**src/rtl/qdm_pkg.sv**
```systemverilog
package qdm_pkg;
    typedef enum logic [1:0] {
        MON_OFF   = 2'd0,
        MON_ARMED = 2'd1,
        MON_FIRED = 2'd2
    } mon_state_e;

    localparam int QNUM_W    = 11;
    localparam int MGR_W     = 2;
    localparam int SEL_EN    = 31;
    localparam int SEL_DIR   = 30;
    localparam int SEL_MGR_LO = 11;

    localparam int A_STATUS  = 0;
    localparam int A_STICKY  = 1;
    localparam int A_SRST    = 2;
    localparam int MON_BASE  = 16;

    localparam logic [1:0] F_THR = 2'd0;
    localparam logic [1:0] F_SEL = 2'd1;
    localparam logic [1:0] F_DEP = 2'd2;
    localparam logic [1:0] F_WM  = 2'd3;

    typedef struct packed {
        logic               en;
        logic               down;
        logic [MGR_W-1:0]   mgr;
        logic [QNUM_W-1:0]  qnum;
    } mon_sel_t;
endpackage

```
**src/rtl/qdm_match.sv**
```systemverilog
module qdm_match
    import qdm_pkg::*;
(
    input  mon_sel_t             sel,
    input  logic                 push_vld,
    input  logic [QNUM_W-1:0]    push_qnum,
    input  logic [MGR_W-1:0]     push_mgr,
    input  logic                 pop_vld,
    input  logic [QNUM_W-1:0]    pop_qnum,
    input  logic [MGR_W-1:0]     pop_mgr,
    output logic                 inc,
    output logic                 dec
);
    always_comb begin
        inc = sel.en && push_vld && (push_qnum == sel.qnum) && (push_mgr == sel.mgr);
        dec = sel.en && pop_vld  && (pop_qnum  == sel.qnum) && (pop_mgr  == sel.mgr);
    end
endmodule

```
**src/rtl/qdm_monitor.sv**
```systemverilog
module qdm_monitor
    import qdm_pkg::*;
#(
    parameter int CNT_W = 16
)(
    input  logic             clk,
    input  logic             rst_n,
    input  logic             en,
    input  logic             down,
    input  logic [CNT_W-1:0] thr,
    input  logic             inc,
    input  logic             dec,
    input  logic             srst,
    input  logic             dep_we,
    input  logic [CNT_W-1:0] dep_wdata,
    output logic [CNT_W-1:0] depth,
    output logic [CNT_W-1:0] wmark,
    output logic             evt,
    output logic             fire
);
    localparam logic [CNT_W-1:0] MAXV = '1;

    mon_state_e       st_q, st_nxt;
    logic [CNT_W-1:0] depth_q, wm_q, dep_cnt, dep_nxt;
    logic             ld, step_dir, meets;

    always_comb begin
        dep_cnt = depth_q;
        if (inc && !dec && depth_q != MAXV)
            dep_cnt = depth_q + 1'b1;
        else if (dec && !inc && depth_q != '0)
            dep_cnt = depth_q - 1'b1;
        dep_nxt  = dep_we ? dep_wdata : dep_cnt;
        ld       = dep_we || (dep_cnt != depth_q);
        step_dir = !dep_we && (down ? (dep_cnt < depth_q) : (dep_cnt > depth_q));
        meets    = down ? (dep_nxt <= thr) : (dep_nxt >= thr);
    end

    // event state machine: next-state logic
    always_comb begin
        st_nxt = st_q;
        unique case (st_q)
            MON_OFF:   if (en) st_nxt = MON_ARMED;
            MON_ARMED: begin
                if (!en)                    st_nxt = MON_OFF;
                else if (step_dir && meets) st_nxt = MON_FIRED;
            end
            MON_FIRED: begin
                if (!en)        st_nxt = MON_OFF;
                else if (!meets) st_nxt = MON_ARMED;
            end
            default:   st_nxt = MON_OFF;
        endcase
        if (srst) st_nxt = en ? MON_ARMED : MON_OFF;
    end

    // state register
    always_ff @(posedge clk or negedge rst_n) begin
        if (!rst_n) st_q <= MON_OFF;
        else        st_q <= st_nxt;
    end

    // counter and watermark
    always_ff @(posedge clk or negedge rst_n) begin
        if (!rst_n) begin
            depth_q <= '0;
            wm_q    <= '0;
        end else if (srst) begin
            depth_q <= '0;
            wm_q    <= down ? MAXV : '0;
        end else if (ld) begin
            depth_q <= dep_nxt;
            if (down) wm_q <= (dep_nxt < wm_q) ? dep_nxt : wm_q;
            else      wm_q <= (dep_nxt > wm_q) ? dep_nxt : wm_q;
        end
    end

    // outputs
    always_comb begin
        depth = depth_q;
        wmark = wm_q;
        evt   = (st_q == MON_FIRED);
        fire  = (st_q != MON_FIRED) && (st_nxt == MON_FIRED);
    end

    AST_DISABLED_HOLDS: assert property (@(posedge clk) disable iff (!rst_n)
        (!en && !dep_we && !srst) |=> (depth == $past(depth)));
    AST_DISABLED_NO_EVT: assert property (@(posedge clk) disable iff (!rst_n)
        (!en) |=> !evt);
    AST_NO_OVERFLOW: assert property (@(posedge clk) disable iff (!rst_n)
        (depth == MAXV && inc && !dec && !dep_we && !srst) |=> (depth == MAXV));
    AST_NO_UNDERFLOW: assert property (@(posedge clk) disable iff (!rst_n)
        (depth == '0 && dec && !inc && !dep_we && !srst) |=> (depth == '0));
    AST_WM_ABOVE_UP: assert property (@(posedge clk) disable iff (!rst_n)
        (ld && !down && !srst) |=> (wmark >= depth));
    AST_WM_BELOW_DOWN: assert property (@(posedge clk) disable iff (!rst_n)
        (ld && down && !srst) |=> (wmark <= depth));
    AST_SRST_CLEARS: assert property (@(posedge clk) disable iff (!rst_n)
        srst |=> (depth == '0 && !evt));
endmodule

```
**src/rtl/qdm_bank.sv**
```systemverilog
module qdm_bank
    import qdm_pkg::*;
#(
    parameter int NUM_MON = 4,
    parameter int CNT_W   = 16,
    parameter int ADDR_W  = 8
)(
    input  logic                clk,
    input  logic                rst_n,
    input  logic                push_vld,
    input  logic [10:0]         push_qnum,
    input  logic [1:0]          push_mgr,
    input  logic                pop_vld,
    input  logic [10:0]         pop_qnum,
    input  logic [1:0]          pop_mgr,
    input  logic                reg_wr,
    input  logic                reg_rd,
    input  logic [ADDR_W-1:0]   reg_addr,
    input  logic [31:0]         reg_wdata,
    output logic [31:0]         reg_rdata,
    output logic [NUM_MON-1:0]  evt_level
);
    localparam int IDX_W = ADDR_W - 2;

    mon_sel_t            sel_q   [NUM_MON];
    logic [CNT_W-1:0]    thr_q   [NUM_MON];
    logic [CNT_W-1:0]    depth_w [NUM_MON];
    logic [CNT_W-1:0]    wm_w    [NUM_MON];
    logic [NUM_MON-1:0]  fire_w, evt_w, sticky_q;
    logic [ADDR_W-1:0]   off;
    logic [IDX_W-1:0]    idx;
    logic [1:0]          fld;
    logic                in_mon, rd_sticky, srst_hit;
    logic [31:0]         rd_mux;
    logic                wdata_unused;

    assign wdata_unused = ^reg_wdata;

    always_comb begin
        off       = reg_addr - ADDR_W'(MON_BASE);
        idx       = off[ADDR_W-1:2];
        fld       = off[1:0];
        in_mon    = (int'(reg_addr) >= MON_BASE) && (int'(idx) < NUM_MON);
        rd_sticky = reg_rd && (int'(reg_addr) == A_STICKY);
        srst_hit  = reg_wr && (int'(reg_addr) == A_SRST);
    end

    for (genvar g = 0; g < NUM_MON; g++) begin : g_mon
        logic hit, inc, dec;
        assign hit = in_mon && (idx == IDX_W'(g));

        always_ff @(posedge clk or negedge rst_n) begin
            if (!rst_n) begin
                thr_q[g] <= '0;
                sel_q[g] <= '0;
            end else if (reg_wr && hit) begin
                if (fld == F_THR) thr_q[g] <= reg_wdata[CNT_W-1:0];
                if (fld == F_SEL) sel_q[g] <= {reg_wdata[SEL_EN], reg_wdata[SEL_DIR],
                                               reg_wdata[SEL_MGR_LO+MGR_W-1:0]};
            end
        end

        qdm_match u_match (
            .sel(sel_q[g]), .push_vld(push_vld), .push_qnum(push_qnum), .push_mgr(push_mgr),
            .pop_vld(pop_vld), .pop_qnum(pop_qnum), .pop_mgr(pop_mgr), .inc(inc), .dec(dec)
        );

        qdm_monitor #(.CNT_W(CNT_W)) u_mon (
            .clk(clk), .rst_n(rst_n), .en(sel_q[g].en), .down(sel_q[g].down),
            .thr(thr_q[g]), .inc(inc), .dec(dec),
            .srst(srst_hit && reg_wdata[g]),
            .dep_we(reg_wr && hit && fld == F_DEP),
            .dep_wdata(reg_wdata[CNT_W-1:0]),
            .depth(depth_w[g]), .wmark(wm_w[g]), .evt(evt_w[g]), .fire(fire_w[g])
        );
    end

    always_ff @(posedge clk or negedge rst_n) begin
        if (!rst_n) sticky_q <= '0;
        else        sticky_q <= (rd_sticky ? '0 : sticky_q) | fire_w;
    end

    always_comb begin
        rd_mux = '0;
        if (int'(reg_addr) == A_STATUS)      rd_mux = 32'(evt_w);
        else if (int'(reg_addr) == A_STICKY) rd_mux = 32'(sticky_q);
        else if (in_mon) begin
            for (int m = 0; m < NUM_MON; m++) begin
                if (idx == IDX_W'(m)) begin
                    unique case (fld)
                        F_THR: rd_mux = 32'(thr_q[m]);
                        F_SEL: rd_mux = {sel_q[m].en, sel_q[m].down, 17'd0,
                                         sel_q[m].mgr, sel_q[m].qnum};
                        F_DEP: rd_mux = 32'(depth_w[m]);
                        F_WM:  rd_mux = 32'(wm_w[m]);
                        default: rd_mux = '0;
                    endcase
                end
            end
        end
    end

    always_ff @(posedge clk or negedge rst_n) begin
        if (!rst_n)      reg_rdata <= '0;
        else if (reg_rd) reg_rdata <= rd_mux;
    end

    assign evt_level = evt_w;

    AST_STICKY_CATCHES: assert property (@(posedge clk) disable iff (!rst_n)
        (|fire_w) |=> ((fire_w & ~sticky_q) == '0 || 1'b1) && (($past(fire_w) & ~sticky_q) == '0));
    AST_STICKY_CLEARS: assert property (@(posedge clk) disable iff (!rst_n)
        (rd_sticky && fire_w == '0) |=> (sticky_q == '0));
    AST_LIVE_MATCHES: assert property (@(posedge clk) disable iff (!rst_n)
        (reg_rd && int'(reg_addr) == A_STATUS) |=> (reg_rdata == 32'($past(evt_level))));
endmodule

```
**config.mk**
```make
export PLATFORM = sky130hd
export DESIGN_NAME = qdm_bank
export DESIGN_NICKNAME = d
export VERILOG_FILES = /design/src/rtl/qdm_pkg.sv /design/src/rtl/qdm_match.sv /design/src/rtl/qdm_monitor.sv /design/src/rtl/qdm_bank.sv
export SDC_FILE = /design/constraint.sdc
export NUM_CORES = 1
export LEC_CHECK = 0
export BUFFER_PORTS_ARGS = -buffer_cell sky130_fd_sc_hd__buf_2
export CORE_ASPECT_RATIO = 1.1
export CORE_MARGIN = 8
export CORE_UTILIZATION = 50
export DETAILED_ROUTE_END_ITERATION = 12
export GPL_ROUTABILITY_DRIVEN = 1
export GPL_TIMING_DRIVEN = 0
export PLACE_DENSITY = 0.78
export SKIP_CTS_REPAIR_TIMING = 1
export SYNTH_ARGS = -nofsm -noshare
export SYNTH_HDL_FRONTEND = slang
export SYNTH_SLANG_ARGS = --single-unit
```
**constraint.sdc**
```tcl
create_clock -name clk -period 6.1 [get_ports clk]
set_input_delay 1.22 -clock clk [delete_from_list [all_inputs] [get_ports clk]]
set_output_delay 1.22 -clock clk [all_outputs]
set_load 0.005 [all_outputs]
```
==> results of run 1 <==
==> Yosys cell counts, types with 9 or more instances <==
master	n
or4_1	13
a32oi_1	17
xnor2_1	170
nand3_1	52
o21ai_0	150
o31ai_1	33
a211oi_1	19
nand2_1	211
dfrtp_1	282
mux2i_1	39
buf_4	18
a21o_1	57
o21a_1	24
and2_1	15
mux2_2	96
mux4_2	65
and4_1	14
or3_1	13
ha_1	200
a21oi_1	121
clkbuf_1	148
nand4_1	82
inv_1	252
nor4_1	27
nor2_1	91
buf_1	21
nor2b_1	21
nand2b_1	11
a41oi_1	25
o21ai_1	23
or2_2	9
nor3_1	50
and3_1	30
o22ai_1	13
a31oi_1	19
a22oi_1	19
==> stage by stage <==
| step | hold slack (ns) | TNS [ns] | cells | setup WS, ns | util |
|---|---|---|---|---|---|
| 2_1_floorplan | 0.448 | 0 | 2581 | 0.556 | - |
| 3_3_place_gp | 0.466 | -447.81 | 3216 | -1.44 | 0.529 |
| 3_5_place_dp | 0.480 | -61.08 | 3218 | -1.12 | 0.531 |
| 4_1_cts | 0.494 | -15.42 | 3275 | -0.553 | 0.555 |
| 5_1_grt | 0.529 | -0.00474 | 3281 | -0.00474 | 0.560 |
| 6_report | 0.495 | 0 | 3282 | 0.0459 | 0.560 |
==> kinds of logic after synthesis <==
logic type,count (synthesis),share of synthesized area
flops,282,0.306
xor+xnor,171,0.0649
compound gates,606,0.171
mux,201,0.128
other cells,1,0.000162
simple gates,661,0.146
buf+inv,446,0.0761
fa+ha+maj,200,0.108
==> path summary, 6_finish.rpt <==
path,depth (start not counted),endpoint,start
worst max-delay path,19,g_mon[3].u_mon.wmark[0],pop_qnum[8]
worst min-delay path,2,sticky_q[0],sticky_q[0]
worst max register to register,19,g_mon[0].u_mon.wmark[9],g_mon[0].u_mon.depth[7]
worst min register to register,2,sticky_q[0],sticky_q[0]
max in group asynchronous,2,g_mon[3].u_mon.wmark[1],rst_n
min in group asynchronous,1,g_mon[1].u_mon.depth[13],rst_n
==> power breakdown <==
part / internal (mW) / total, mW / switching [mW]
registers: 2.27 / 2.77 / 0.492
logic: 2.03 / 4.98 / 2.95
clock network: 1.25 / 2.10 / 0.842
==> worst reg2reg max path: stages (launching register included) <==
cell and delay (ns):
dfrtp_1 0.32, clkbuf_1 0.37, nand3_1 0.21, nor3_1 0.36
nor4bb_2 0.64, or4_1 0.32, o22ai_1 0.13, xnor2_1 0.18
mux2i_1 0.34, inv_1 0.12, ha_1 0.32, nand4_1 0.16
or4_1 0.53, a31oi_1 0.16, o22ai_1 0.16, mux2i_4 0.25
or2_2 0.35, clkbuf_2 0.21, o21ai_0 0.21, a21oi_1 0.07
==> per-layer routing <==
metal	part of all wire	track usage	routed length, um
met2	0.44	0.489	37500
met5	0	0	0
met1	0.39	0.395	33400
met4	0.060	0.168	5180
met3	0.12	0.0845	10000
==> final cells by class <==
cell class	count	area, um^2
Fill cell	4125	20000
Multi-Input combinational cell	1853	14500
Sequential cell	282	7060
Inverter	252	946
Clock buffer	42	877
Buffer	193	828
Tap cell	588	736
Timing Repair Buffer	56	353
Clock inverter	15	234
Antenna cell	1	2.50
==> sequential cells by signal, summed over array words and instances (netlist names) <==
name	flops
thr_q	64
sel_q	60
g_mon.u_mon.depth	64
g_mon.u_mon.wmark	64
g_mon.u_mon.st_q	8
reg_rdata	18
sticky_q	4
==> flow_summary_export.csv, run 1 <==
group,metric,value,unit
cells_and_area,fin_nets,2941,
global_route,track_usage,0.313,
global_route,grt_pass1_vias,20900,
synth,synth.largest_area_cell,"dfrtp_1",
cts,cts_buffers,31,
floorplan,ios,108,
setup_path,critical_path.slowest_cell,"buf_1",
outcome,status,"complete, no violations",
cells_and_area,drive_gt1_frac,0.130,
drt,avgRoutedWirePerCell,26.2,um
hold_path,hold_class,"reg -> reg",
cells_and_area,final_common_cell,"dfrtp_1",
drt,drtIter0Drc,2515,
synth,synth_area,0.0231,mm^2
cells_and_area,final_area,0.0255,mm^2
power_and_ir_drop,p_per_area,386,mW/mm^2
drt,dr.pass1.iters,6,
synth,synth_warnings,0,
sta,fmax,0.165,GHz
global_route,grt_max_degree,123,
placement,gp_congestion,1.03,
cts,clock_path_buffers,3,
setup_path,critPathTopFamily,"buffers and inverters",
sta,setup_viol,0,
synth,synth-seq-cells,282,
floorplan,rows,82,
power_and_ir_drop,vdd.ir_drop.worst,0.203,mV
cells_and_area,layout.cells.most_common_list,"dfrtp_1 (282), inv_1 (252), nand2_1 (210)",
setup_path,endpoint_kind,"register",
drt,drc_errors,0,
sta,tightest_slew,1.25,ns
cts,clock-sinks,282,
floorplan,core-area,0.0456,mm^2
floorplan,die_h,241,um
synth,yosysUniqueCellTypes,81,
placement,port_buffers,47,
synth,synth.area.top_cells,"dfrtp_1 (31%), ha_1 (11%), xnor2_1 (6.4%)",
cts,clk_pin_slew_worst_paths,0.07,ns
floorplan,die_w,221,um
setup_path,crit_required,6.59,ns
synth,ys_seq_area_frac,0.306,
cts,h-tree-depth,1,
floorplan,start_util,0.507,
synth,synth_edf_count,0,
synth,synth_ff_type,"dfrtp_1",
synth,synth_top_area_frac,0.306,
synth,syn_inst,2568,
setup_path,path_cells,"buf_1, xnor2_1, nand4_1, nor4_4, and3_1, clkbuf_1, a32oi_1, xnor2_1, mux2i_1, inv_1, ha_1, nand2_1, nor3_1, a21boi_0, o32ai_1, mux2i_2, clkbuf_1, o2111ai_1, o311a_1",
sta,min_period,6.05,ns
cells_and_area,area_growth,10.5,%
placement,post-dp-hpwl,66700,um
cts,cts-root-buf,"clkbuf_16",
global_route,grt_pass1_wl,128000,um
sta,slew_violations,0,
floorplan,die_area,0.0533,mm^2
setup_path,critPathMaxFanout,10,
synth,async_reset_ff_frac,1.00,
setup_path,cp.arrival,6.54,ns
drt,ant_nets,0,
setup_path,path_buf_inv,4,
cts,cts_tree,"yes",
setup_path,crit_path_start_kind,"input port",
placement,dpl_cell_area,0.0242,mm^2
global_route,antenna_found_initial,3,
drt,routed_wl,86100,um
drt,vias_per_cell,6.58,
power_and_ir_drop,power,9.84,mW
setup_path,path_class,"in -> reg",
power_and_ir_drop,leakage,11.6,nW
setup_path,r2r_slack,0.56,ns
drt,vias,21600,
sta,skew,0.0253,ns
cts,clock_latency,0.61,ns
synth,syn_avg_cell_area,8.99,um^2
sta,maxSlewHeadroom,0.166,
flow_run,maxCapViolCount,0,
sta,finalHoldViolCount,0,
global_route,grt_overflow,0,
sta,period_share,0.992,
setup_path,cpPeakStageDelay,0.55,ns
(Power assumes the default switching activity.)
==> inputs of run 2 (changes only) <==
--- a/config.mk
+++ b/config.mk
@@ -5,6 +5,7 @@
 export SDC_FILE = /design/constraint.sdc
 export NUM_CORES = 1
 export LEC_CHECK = 0
+export ABC_AREA = 1
 export BUFFER_PORTS_ARGS = -buffer_cell sky130_fd_sc_hd__buf_2
 export CORE_ASPECT_RATIO = 1.1
 export CORE_MARGIN = 8
==> flow_summary_export.csv, run 2 <==
group,metric,value,unit
placement,port_buffers,74,
synth,synth_most_common_cell,"nand2_1",
drt,ant_nets,0,
setup_path,endpoint_kind,"register",
synth,synthMuxAreaShare,0,
synth,ys_seq_area_frac,0.282,
synth,synth.area.top_cells,"dfrtp_1 (28%), nand2_1 (18%), ha_1 (10%)",
placement,dpl.cell_count,4646,
power_and_ir_drop,vdd.ir_drop.worst,0.343,mV
synth,synth_area,0.0250,mm^2
cells_and_area,drive_gt1_frac,0.0742,
synth,async_reset_ff_frac,1.00,
power_and_ir_drop,p_per_area,404,mW/mm^2
synth,synth_common_cells,"nand2_1 (1,182), inv_1 (447), nor2_1 (356)",
sta,fin_setup_tns,0,ns
floorplan,start_util,0.503,
floorplan,rows,86,
setup_path,critPathCapture,"g_mon[1].u_mon.wmark[11]",
placement,gp_congestion,1.04,
cells_and_area,final_common_cell,"nand2_1",
sta,rsz0062_at_grt,"no",
cts,clk_pin_slew_worst_paths,0.06,ns
global_route,grt_pass1_vias,26500,
sta,tightest_slew,1.22,ns
synth,synth_ff_type,"dfrtp_1",
floorplan,core-area,0.0498,mm^2
cells_and_area,fin_nets,4294,
floorplan,die_h,251,um
power_and_ir_drop,seq_power_share,0.258,
synth,synth_edf_count,0,
cts,cts-root-buf,"clkbuf_16",
cts,cts_buffers,34,
global_route,grt_pass1_wl,159000,um
hold_path,hold_class,"reg -> reg",
cts,h-tree-depth,2,
cts,clock_latency,0.55,ns
sta,slew_violations,0,
drt,vias_per_cell,5.98,
sta,skew,0.0233,ns
floorplan,die_area,0.0575,mm^2
cts,cts_tree,"yes",
cts,clock-sinks,282,
global_route,antenna_found_initial,6,
drt,dr.pass1.iters,6,
setup_path,rr_startpoint,"sel_q[44]",
synth,synth-seq-cells,282,
setup_path,path_class,"in -> reg",
power_and_ir_drop,power.internal,5.67,mW
hold_path,hold_start,"thr_q[44]",
synth,synth_xor_xnor_area_share,0.00490,
power_and_ir_drop,leakage,13.8,nW
drt,vias,28200,
cells_and_area,final_area,0.0275,mm^2
power_and_ir_drop,power,11.1,mW
synth,synth_top_area_frac,0.282,
global_route,track_usage,0.356,
outcome,status,"complete, no violations",
power_and_ir_drop,switching_share,0.489,
global_route,grt_max_degree,111,
setup_path,critPathMaxFanout,10,
floorplan,die_w,229,um
cells_and_area,layout.cells.most_common_list,"nand2_1 (1,182), inv_1 (447), nor2_1 (356)",
sta,finalHoldViolCount,0,
synth,syn_inst,3897,
setup_path,crit_path_start_kind,"input port",
cells_and_area,final-instance-count-excl-fill,4706,
cts,clock_path_buffers,3,
setup_path,cp.arrival,5.67,ns
synth,synth_fa_ha_area_frac,0.100,
synth,synth_top_family_by_area,"simple AND/OR/NAND/NOR gates",
setup_path,r2r_slack,1.17,ns
drt,drc_errors,0,
power_and_ir_drop,p_clk_frac,0.192,
cells_and_area,fill_cells,5036,
placement,dpl_cell_area,0.0263,mm^2
synth,synth_warnings,0,
placement,post-dp-hpwl,83800,um
sta,setup_viol,0,
power_and_ir_drop,comb_power_share,0.550,
power_and_ir_drop,switchingPower,5.42,mW
setup_path,reg2reg_depth,23,
synth,syn_avg_cell_area,6.42,um^2
sta,fmax,0.190,GHz
flow_run,maxCapViolCount,0,
drt,routed_wl,106000,um
setup_path,crit_required,6.52,ns
sta,min_period,5.25,ns
setup_path,crit_path_start,"push_qnum[7]",
setup_path,reg2reg_to,"g_mon[1].u_mon.wmark[11]",
sta,maxSlewHeadroom,0.184,
sta,period_share,0.861,
floorplan,ios,108,
synth,synthSimpleGateAreaFrac,0.345,
drt,avgRoutedWirePerCell,22.5,um
global_route,grt_overflow,0,
drt,drtIter0Drc,3499,
synth,synth_compound_area_frac,0.166,
cells_and_area,area_growth,9.77,%
synth,yosysUniqueCellTypes,55,
synth,synth.largest_area_cell,"dfrtp_1",
==> run 2: cell families after synthesis <==
kind of cell,count (synthesis)
fa+ha+maj,200
xor+xnor,14
buf+inv,637
other cells,1
simple gates,2029
compound gates,734
flops,282
==> run 2: area by class of cell <==
cell class / count / area [um^2] / area share
clock inverter: 12 / 174 / 0.00633
multi-input combinational: 2991 / 15500 / 0.564
buffer: 146 / 697 / 0.0254
sequential: 282 / 7060 / 0.257
tap: 660 / 826 / 0.0300
antenna: 3 / 7.51 / 0.000273
timing repair buffer: 76 / 435 / 0.0158
clock buffer: 45 / 953 / 0.0347
inverter: 491 / 1840 / 0.0671
==> run 2: how the worst min path moves through the flow <==
stage                     depth (start not counted)           end  slack [ns]
final                                             2     thr_q[44]        0.48
after floorplan                                   2   sticky_q[1]        0.45
after global placement                            2      thr_q[3]        0.47
after detailed placement                          2      thr_q[3]        0.47
after global routing                              2  reg_rdata[0]        0.51
after CTS                                         2     thr_q[10]        0.49
==> run 2: metrics by stage <==
stage	setup WS, ns	utilization	hold slack, ns
2_1_floorplan	1.75	-	0.450
3_3_place_gp	-1.53	0.528	0.465
3_5_place_dp	0.548	0.529	0.473
4_1_cts	1.05	0.551	0.487
5_1_grt	0.553	0.552	0.514
6_report	0.850	0.552	0.485
==> run 2: worst max-delay path: stages <==
cell	delay (ns)
buf_2	0.22
inv_2	0.14
nand2_1	0.11
o21ai_0	0.08
nor2_1	0.13
nand2_1	0.07
nor2_1	0.11
nand2_2	0.24
a21oi_4	0.44
nand2_2	0.20
nand2_1	0.14
nand2_1	0.06
nand2_1	0.05
nand2_1	0.09
a21boi_0	0.33
ha_1	0.21
nand4_1	0.14
nor3_1	0.37
inv_1	0.09
o21ai_0	0.32
nand2_1	0.13
o211ai_2	0.10
nand2_2	0.10
a21oi_4	0.23
buf_6	0.23
a21oi_2	0.08
==> run 2: power by group through the flow <==
stage                     clock network (mW)  registers [mW]  logic (mW)
after detailed placement                   0            2.86        5.90
final                                   2.13            2.87        6.10
after floorplan                            0            2.67        4.34
after global placement                     0            2.86        5.76
after CTS                               2.13            2.84        5.95
after global routing                    2.19            2.91        6.86
==> run 2: metal layers <==
layer,wire [um],GRT usage,vias up
met4,8120,0.228,2
met2,44600,0.535,1735
met5,10,0.00173,-
met1,41300,0.461,12900
li1,-,-,13100
met3,12100,0.0760,429
